**src/rtl/mdu_pkg.sv**
```systemverilog
// Package: shared operation codes for the multiply/divide unit.
// Assumes a 2-bit operation field decoded by the issuing core.
package mdu_pkg;
    typedef enum logic [1:0] {
        OP_MUL  = 2'b00,
        OP_MULU = 2'b01,
        OP_DIV  = 2'b10,
        OP_DIVU = 2'b11
    } mdu_op_e;
endpackage

```
**src/rtl/mdu_timer.sv**
```systemverilog
// Latency timer: holds busy for exactly 'lat' cycles after launch and
// flags the cycle before the last one so that results can be registered.
// Assumes lat >= 2 and that launch is only asserted while idle.
module mdu_timer #(
    parameter int CW = 6
) (
    input  logic          clk,
    input  logic          rst_n,
    input  logic          launch,
    input  logic [CW-1:0] lat,
    output logic          busy,
    output logic          fire
);
    logic [CW-1:0] cnt;

    // Count down the remaining busy cycles.
    always_ff @(posedge clk) begin
        if (!rst_n) begin
            busy <= 1'b0;
            cnt  <= '0;
        end else if (launch) begin
            busy <= 1'b1;
            cnt  <= lat - CW'(1);
        end else if (busy) begin
            if (cnt == '0) busy <= 1'b0;
            else           cnt  <= cnt - CW'(1);
        end
    end

    // Fire one edge before the last busy cycle begins.
    assign fire = busy && (cnt == CW'(1));
endmodule

```
**src/rtl/mdu_mul_core.sv**
```systemverilog
// Multiply engine: sign-magnitude shift-and-add, RB multiplier bits per
// cycle, so it finishes within W/RB cycles of load. Assumes W % RB == 0.
module mdu_mul_core #(
    parameter int W  = 32,
    parameter int RB = 4
) (
    input  logic           clk,
    input  logic           rst_n,
    input  logic           load,
    input  logic           sgn,
    input  logic [W-1:0]   a,
    input  logic [W-1:0]   b,
    output logic [2*W-1:0] prod
);
    localparam int PW = 2 * W;

    logic [PW-1:0] acc, mcand;
    logic [W-1:0]  mplier;
    logic          neg;
    logic [W-1:0]  mag_a, mag_b;

    // Operand magnitudes for the signed form.
    always_comb begin
        mag_a = (sgn && a[W-1]) ? (~a + W'(1)) : a;
        mag_b = (sgn && b[W-1]) ? (~b + W'(1)) : b;
    end

    // Accumulate one multiplier digit per cycle until it is exhausted.
    always_ff @(posedge clk) begin
        if (!rst_n) begin
            acc    <= '0;
            mcand  <= '0;
            mplier <= '0;
            neg    <= 1'b0;
        end else if (load) begin
            acc    <= '0;
            mcand  <= {{W{1'b0}}, mag_a};
            mplier <= mag_b;
            neg    <= sgn && (a[W-1] ^ b[W-1]);
        end else if (mplier != '0) begin
            acc    <= acc + mcand * {{(PW-RB){1'b0}}, mplier[RB-1:0]};
            mcand  <= mcand << RB;
            mplier <= mplier >> RB;
        end
    end

    // Restore the sign of the product.
    assign prod = neg ? (~acc + PW'(1)) : acc;
endmodule

```
**src/rtl/mdu_div_core.sv**
```systemverilog
// Divide engine: restoring division on magnitudes, one quotient bit per
// cycle, finished W cycles after load. Result for a zero divisor is
// meaningless and must be discarded by the caller.
module mdu_div_core #(
    parameter int W = 32
) (
    input  logic         clk,
    input  logic         rst_n,
    input  logic         load,
    input  logic         sgn,
    input  logic [W-1:0] a,
    input  logic [W-1:0] b,
    output logic [W-1:0] quo,
    output logic [W-1:0] rem
);
    localparam int NW = $clog2(W + 1);

    logic [W-1:0]  quo_r, rem_r, dvs;
    logic [NW-1:0] left;
    logic          qneg, rneg;
    logic [W:0]    trial;
    logic [W-1:0]  mag_a, mag_b;

    // Operand magnitudes for the signed form.
    always_comb begin
        mag_a = (sgn && a[W-1]) ? (~a + W'(1)) : a;
        mag_b = (sgn && b[W-1]) ? (~b + W'(1)) : b;
        trial = {rem_r, quo_r[W-1]};
    end

    // Produce one quotient bit per cycle.
    always_ff @(posedge clk) begin
        if (!rst_n) begin
            quo_r <= '0;
            rem_r <= '0;
            dvs   <= '0;
            left  <= '0;
            qneg  <= 1'b0;
            rneg  <= 1'b0;
        end else if (load) begin
            quo_r <= mag_a;
            rem_r <= '0;
            dvs   <= mag_b;
            left  <= NW'(W);
            qneg  <= sgn && (a[W-1] ^ b[W-1]);
            rneg  <= sgn && a[W-1];
        end else if (left != '0) begin
            left <= left - NW'(1);
            if (trial >= {1'b0, dvs}) begin
                rem_r <= W'(trial - {1'b0, dvs});
                quo_r <= {quo_r[W-2:0], 1'b1};
            end else begin
                rem_r <= trial[W-1:0];
                quo_r <= {quo_r[W-2:0], 1'b0};
            end
        end
    end

    // Apply truncation-toward-zero signs.
    assign quo = qneg ? (~quo_r + W'(1)) : quo_r;
    assign rem = rneg ? (~rem_r + W'(1)) : rem_r;
endmodule

```
**src/rtl/mdu_top.sv**
```systemverilog
// Multiply/divide unit top: accepts an operation while idle, runs the
// matching engine, and releases results after a fixed per-op latency.
// Assumes every latency >= 2 and long enough for its engine
// (multiply W/RB + 1 cycles, divide W + 1 cycles).
module mdu_top
    import mdu_pkg::*;
#(
    parameter int W        = 32,
    parameter int RB       = 4,
    parameter int LAT_MUL  = 13,
    parameter int LAT_MULU = 13,
    parameter int LAT_DIV  = 38,
    parameter int LAT_DIVU = 36
) (
    input  logic         clk,
    input  logic         rst_n,
    input  logic         start,
    input  logic [1:0]   op,
    input  logic [W-1:0] src_a,
    input  logic [W-1:0] src_b,
    output logic [W-1:0] res_lo,
    output logic [W-1:0] res_hi,
    output logic         busy,
    output logic         done,
    output logic         dz_err
);
    localparam int LM1  = (LAT_MUL > LAT_MULU) ? LAT_MUL : LAT_MULU;
    localparam int LM2  = (LAT_DIV > LAT_DIVU) ? LAT_DIV : LAT_DIVU;
    localparam int LMAX = (LM1 > LM2) ? LM1 : LM2;
    localparam int CW   = $clog2(LMAX + 1);

    mdu_op_e         op_in, op_q;
    logic            launch, fire, sgn, zero_q;
    logic [CW-1:0]   lat_sel;
    logic [2*W-1:0]  prod;
    logic [W-1:0]    quo, rem;

    assign op_in  = mdu_op_e'(op);
    assign launch = start && !busy;
    assign sgn    = (op_in == OP_MUL) || (op_in == OP_DIV);

    // Select the latency of the incoming operation.
    always_comb begin
        unique case (op_in)
            OP_MUL:  lat_sel = CW'(LAT_MUL);
            OP_MULU: lat_sel = CW'(LAT_MULU);
            OP_DIV:  lat_sel = CW'(LAT_DIV);
            default: lat_sel = CW'(LAT_DIVU);
        endcase
    end

    mdu_timer #(.CW(CW)) u_timer (
        .clk(clk), .rst_n(rst_n), .launch(launch), .lat(lat_sel),
        .busy(busy), .fire(fire)
    );

    mdu_mul_core #(.W(W), .RB(RB)) u_mul (
        .clk(clk), .rst_n(rst_n), .load(launch), .sgn(sgn),
        .a(src_a), .b(src_b), .prod(prod)
    );

    mdu_div_core #(.W(W)) u_div (
        .clk(clk), .rst_n(rst_n), .load(launch), .sgn(sgn),
        .a(src_a), .b(src_b), .quo(quo), .rem(rem)
    );

    // Latch the operation and the zero-divisor condition at launch.
    always_ff @(posedge clk) begin
        if (!rst_n) begin
            op_q   <= OP_MUL;
            zero_q <= 1'b0;
        end else if (launch) begin
            op_q   <= op_in;
            zero_q <= (src_b == '0);
        end
    end

    // Register results, done and the error flag for the final cycle.
    always_ff @(posedge clk) begin
        if (!rst_n) begin
            res_lo <= '0;
            res_hi <= '0;
            done   <= 1'b0;
            dz_err <= 1'b0;
        end else if (fire) begin
            done <= 1'b1;
            if (op_q[1]) begin
                dz_err <= zero_q;
                if (!zero_q) begin
                    res_lo <= quo;
                    res_hi <= rem;
                end
            end else begin
                dz_err <= 1'b0;
                res_lo <= prod[W-1:0];
                res_hi <= prod[2*W-1:W];
            end
        end else begin
            done   <= 1'b0;
            dz_err <= 1'b0;
        end
    end
endmodule

```
**config.mk**
```make
export PLATFORM = sky130hd
export DESIGN_NAME = mdu_top
export DESIGN_NICKNAME = d
export VERILOG_FILES = /design/src/rtl/mdu_pkg.sv /design/src/rtl/mdu_timer.sv /design/src/rtl/mdu_mul_core.sv /design/src/rtl/mdu_div_core.sv /design/src/rtl/mdu_top.sv
export SDC_FILE = /design/constraint.sdc
export NUM_CORES = 2
export LEC_CHECK = 0
export BUFFER_PORTS_ARGS = -buffer_cell sky130_fd_sc_hd__buf_4
export CAP_MARGIN = 5
export CORE_MARGIN = 4
export CORE_UTILIZATION = 32
export DETAILED_ROUTE_END_ITERATION = 8
export GPL_TIMING_DRIVEN = 0
export HOLD_SLACK_MARGIN = 0.03
export PLACE_DENSITY_LB_ADDON = 0.25
export SYNTH_ARGS = -nofsm -noshare
export SYNTH_HDL_FRONTEND = slang
export SYNTH_SLANG_ARGS = --single-unit
export TNS_END_PERCENT = 50
```
**constraint.sdc**
```tcl
create_clock -name clk -period 12.1 [get_ports clk]
set_input_delay 1.815 -clock clk [delete_from_list [all_inputs] [get_ports clk]]
set_output_delay 1.815 -clock clk [all_outputs]
set_load 0.02 [all_outputs]
```
==> flow_metrics.py <==
metrics = {
    "status": {
        "status": "complete, no violations",
    },
    "yosys": {
        "synth_edf_count": 0,
        "ys_seq_area_frac": 0.241,
        "synth_cell_types": 82,
        "synth_area_mm2": 0.0281,
        "ys.flop_type": "dfxtp_1",
        "async_flop_share": 0,
        "syn_nets": 4015,
        "synth_seq_cells": 339,
        "yosys_warnings": 0,
        "synth_area_per_cell_um2": 7.70,
        "synth_cells": 3656,
        "synth_fa_ha_area_frac": 0.178,
        "yosys.area_share.simple": 0.216,
        "synth-xor-area-share": 0.0831,
        "synth-compound-area-share": 0.205,
        "synth_top_family_by_area": "simple AND/OR/NAND/NOR gates",
        "muxShareOfSynthArea": 0.00405,
    },
    "sta": {
        "worst_slew_pin_slew_ps": 1180,
        "slew_headroom": 0.212,
        "holdWs_ps": 454,
        "period_share": 0.637,
        "max_freq_mhz": 130,
        "setup_violations": 0,
        "tns_ps": 0,
        "rsz0062_at_grt": "no",
        "finalMaxSlewViolations": 0,
        "skew_ps": 19.1,
        "period_needed_ps": 7700,
        "hold_violations": 0,
    },
    "critical_path": {
        "cp_slowest_cell": "clkbuf_1",
        "cp_data_arrival_time_ps": 8170,
        "path_delay_family": "compound AO/OA/AOI/OAI gates",
        "end_kind": "register",
        "cp_cell_sequence": "clkbuf_1 > clkbuf_1 > nand2_1 > fa_1 > fa_1 > fa_1 > inv_1 > ha_1 > a211oi_1 > o21ai_0 > a311oi_1 > o21ai_1 > a221oi_1 > o221ai_2 > a31oi_2 > o31a_1 > o21ai_0 > or3_1 > o2111a_1",
        "cp_max_fo": 10,
        "startpoint_type": "register",
        "cpPeakStageDelay_ps": 750,
        "critPathKind": "register to register",
        "worst-path-buf-inv": 3,
        "cpMostUsedCell": "fa_1",
        "critPathRequiredTime_ps": 12570,
    },
    "drt": {
        "antenna_left": 0,
        "vias": 27000,
        "wl_per_cell_um": 22.2,
        "drcViolationCount": 0,
        "drt-total-wl_mm": 112,
        "drt_first_pass_iters": 5,
        "avgViaCountPerCell": 5.38,
        "drtIter0Drc": 2537,
    },
    "floorplanning": {
        "start_util": 0.323,
        "rows": 108,
        "die_x_um": 305,
        "die_area_mm2": 0.0927,
        "coreArea_mm2": 0.0870,
        "die_y_um": 305,
        "io_pins": 136,
    },
    "placement": {
        "dpl.hpwl_mm": 90.1,
        "gp_congestion": 0.973,
        "portBuffers": 134,
        "place_inst": 4945,
    },
    "pwr": {
        "power.leakage_nw": 13.5,
        "max-vdd-ir-drop_mv": 0.129,
        "power.density_mw_per_mm2": 144,
    },
    "finish": {
        "nets": 4193,
        "layout_commonest_cell": "nand2_1",
        "ff_latch_area_mm2": 0.00679,
        "drive_gt1_frac": 0.0662,
        "multi_input_area_mm2": 0.0193,
        "final_cell_mix": "491 x nand2_1, 339 x dfxtp_1, 329 x inv_1, 321 x a21oi_1, 236 x nor2_1",
        "n_fill_cell": 9335,
        "area_delta_synth_final_pct": 14.0,
        "post_layout_nonfiller_instances": 5024,
    },
    "flow_run": {
        "maxCapViolCount": 0,
    },
    "clocking": {
        "clockBufferDepth": 3,
        "cts_buffers": 41,
        "cts_root_buf": "clkbuf_16",
        "clock-sinks": 339,
        "path_clk_slew_ps": 70,
        "cts_tree": "built",
        "worstSkewPairLatency_ps": 580,
        "post_cts_buffers": 0,
        "post_cts_resize_count": 0,
        "hold_buffers": 0,
        "htree_levels": 2,
    },
    "global_routing": {
        "grt_max_degree": 14,
        "track_usage": 0.234,
        "antenna_found_initial": 3,
        "gr-total-overflow": 0,
        "grt_pass1_wl_mm": 167,
        "grt_pass1_vias": 26300,
    },
    "hold_path": {
        "hp-class": "register to register",
    },
}
[area by class of cell]
| type | count | share of cell area |
|---|---|---|
| multi-input combinational | 2772 | 0.601 |
| sequential | 339 | 0.212 |
| tap | 1155 | 0.0451 |
| clock buffer | 59 | 0.0388 |
| inverter | 331 | 0.0387 |
| timing repair buffer | 135 | 0.0315 |
| buffer | 214 | 0.0256 |
| clock inverter | 15 | 0.00694 |
| antenna | 4 | 0.000312 |
[where the power goes]
group	switching, mW	internal (mW)	leakage [nW]
sequential	0.173	1.23	2.77
combinational	1.22	0.646	9.98
clock	0.555	0.807	0.710
[routing by layer]
layer	global-route usage	part of all wire
met5	0	0.000081
met2	0.355	0.43
met3	0.0592	0.088
met4	0.0838	0.040
met1	0.323	0.45
[cell families after synthesis]
kind of cell | Yosys count
xor gates and xnor gates | 267
and+or+nand+nor | 1268
muxes | 10
AOI/OAI and AO/OA | 937
DFF | 339
buffers and inverters | 545
adders and majority gates | 290
[worst paths after layout]
check,endpoint,start,cells after the start,slack [ps]
hold / removal,res_lo[7]$_SDFFE_PN0P_,res_lo[7]$_SDFFE_PN0P_,2,450
setup reg to reg,u_mul.acc[53]$_SDFFE_PP0P_,u_mul.mplier[1]$_SDFFE_PN0P_,19,4400
setup / recovery,u_mul.acc[53]$_SDFFE_PP0P_,u_mul.mplier[1]$_SDFFE_PN0P_,19,4400
hold reg to reg,res_lo[7]$_SDFFE_PN0P_,res_lo[7]$_SDFFE_PN0P_,2,450
[metrics by stage]
stage | util | instance area [µm²] | setup WS [ps] | total power, mW
3_5_place_dp | 0.351 | 30600 | 4340 | 3.24
6_report | 0.369 | 32100 | 4400 | 4.63
4_1_cts | 0.368 | 32100 | 4330 | 4.61
5_1_grt | 0.368 | 32100 | 4060 | 4.89
3_3_place_gp | 0.351 | 30600 | 4290 | 3.24
2_1_floorplan | - | 28100 | 6780 | 2.64
[sequential cells by signal, summed over array words and instances (netlist names)]
register,cells
done,1
dz_err,1
op_q,1
res_hi,32
res_lo,32
u_div.dvs,32
u_div.left,6
u_div.quo_r,32
u_div.rem_r,32
u_div.rneg,1
u_mul.acc,64
u_mul.mcand,64
u_mul.mplier,32
u_mul.neg,1
u_timer.busy,1
u_timer.cnt,6
zero_q,1
[worst register-to-register path, stage by stage (launching register included)]
cell and delay, ps:
dfxtp_1 300, clkbuf_1 750, clkbuf_1 740, nand2_1 160
fa_1 500, fa_1 520, fa_1 510, inv_1 40
ha_1 360, a211oi_1 330, o21ai_0 310, a311oi_1 460
o21ai_1 250, a221oi_1 570, o221ai_2 250, a31oi_2 590
o31a_1 310, o21ai_0 180, or3_1 350, o2111a_1 120
[Yosys cell counts, drive strengths merged, types with 43 or more instances]
| cell type | count | area, µm² |
|---|---|---|
| a211oi | 73 | 548 |
| a21o | 59 | 443 |
| a21oi | 322 | 1620 |
| a31oi | 83 | 526 |
| and2 | 230 | 1440 |
| clkbuf | 196 | 737 |
| dfxtp | 339 | 6790 |
| fa | 183 | 3660 |
| ha | 107 | 1340 |
| inv | 330 | 1240 |
| nand2 | 491 | 1840 |
| nand3 | 60 | 300 |
| nor2 | 236 | 886 |
| nor3 | 63 | 320 |
| o21ai | 210 | 1050 |
| o31ai | 43 | 333 |
| xnor2 | 154 | 1350 |
| xor2 | 113 | 990 |
(Power assumes the default switching activity.)
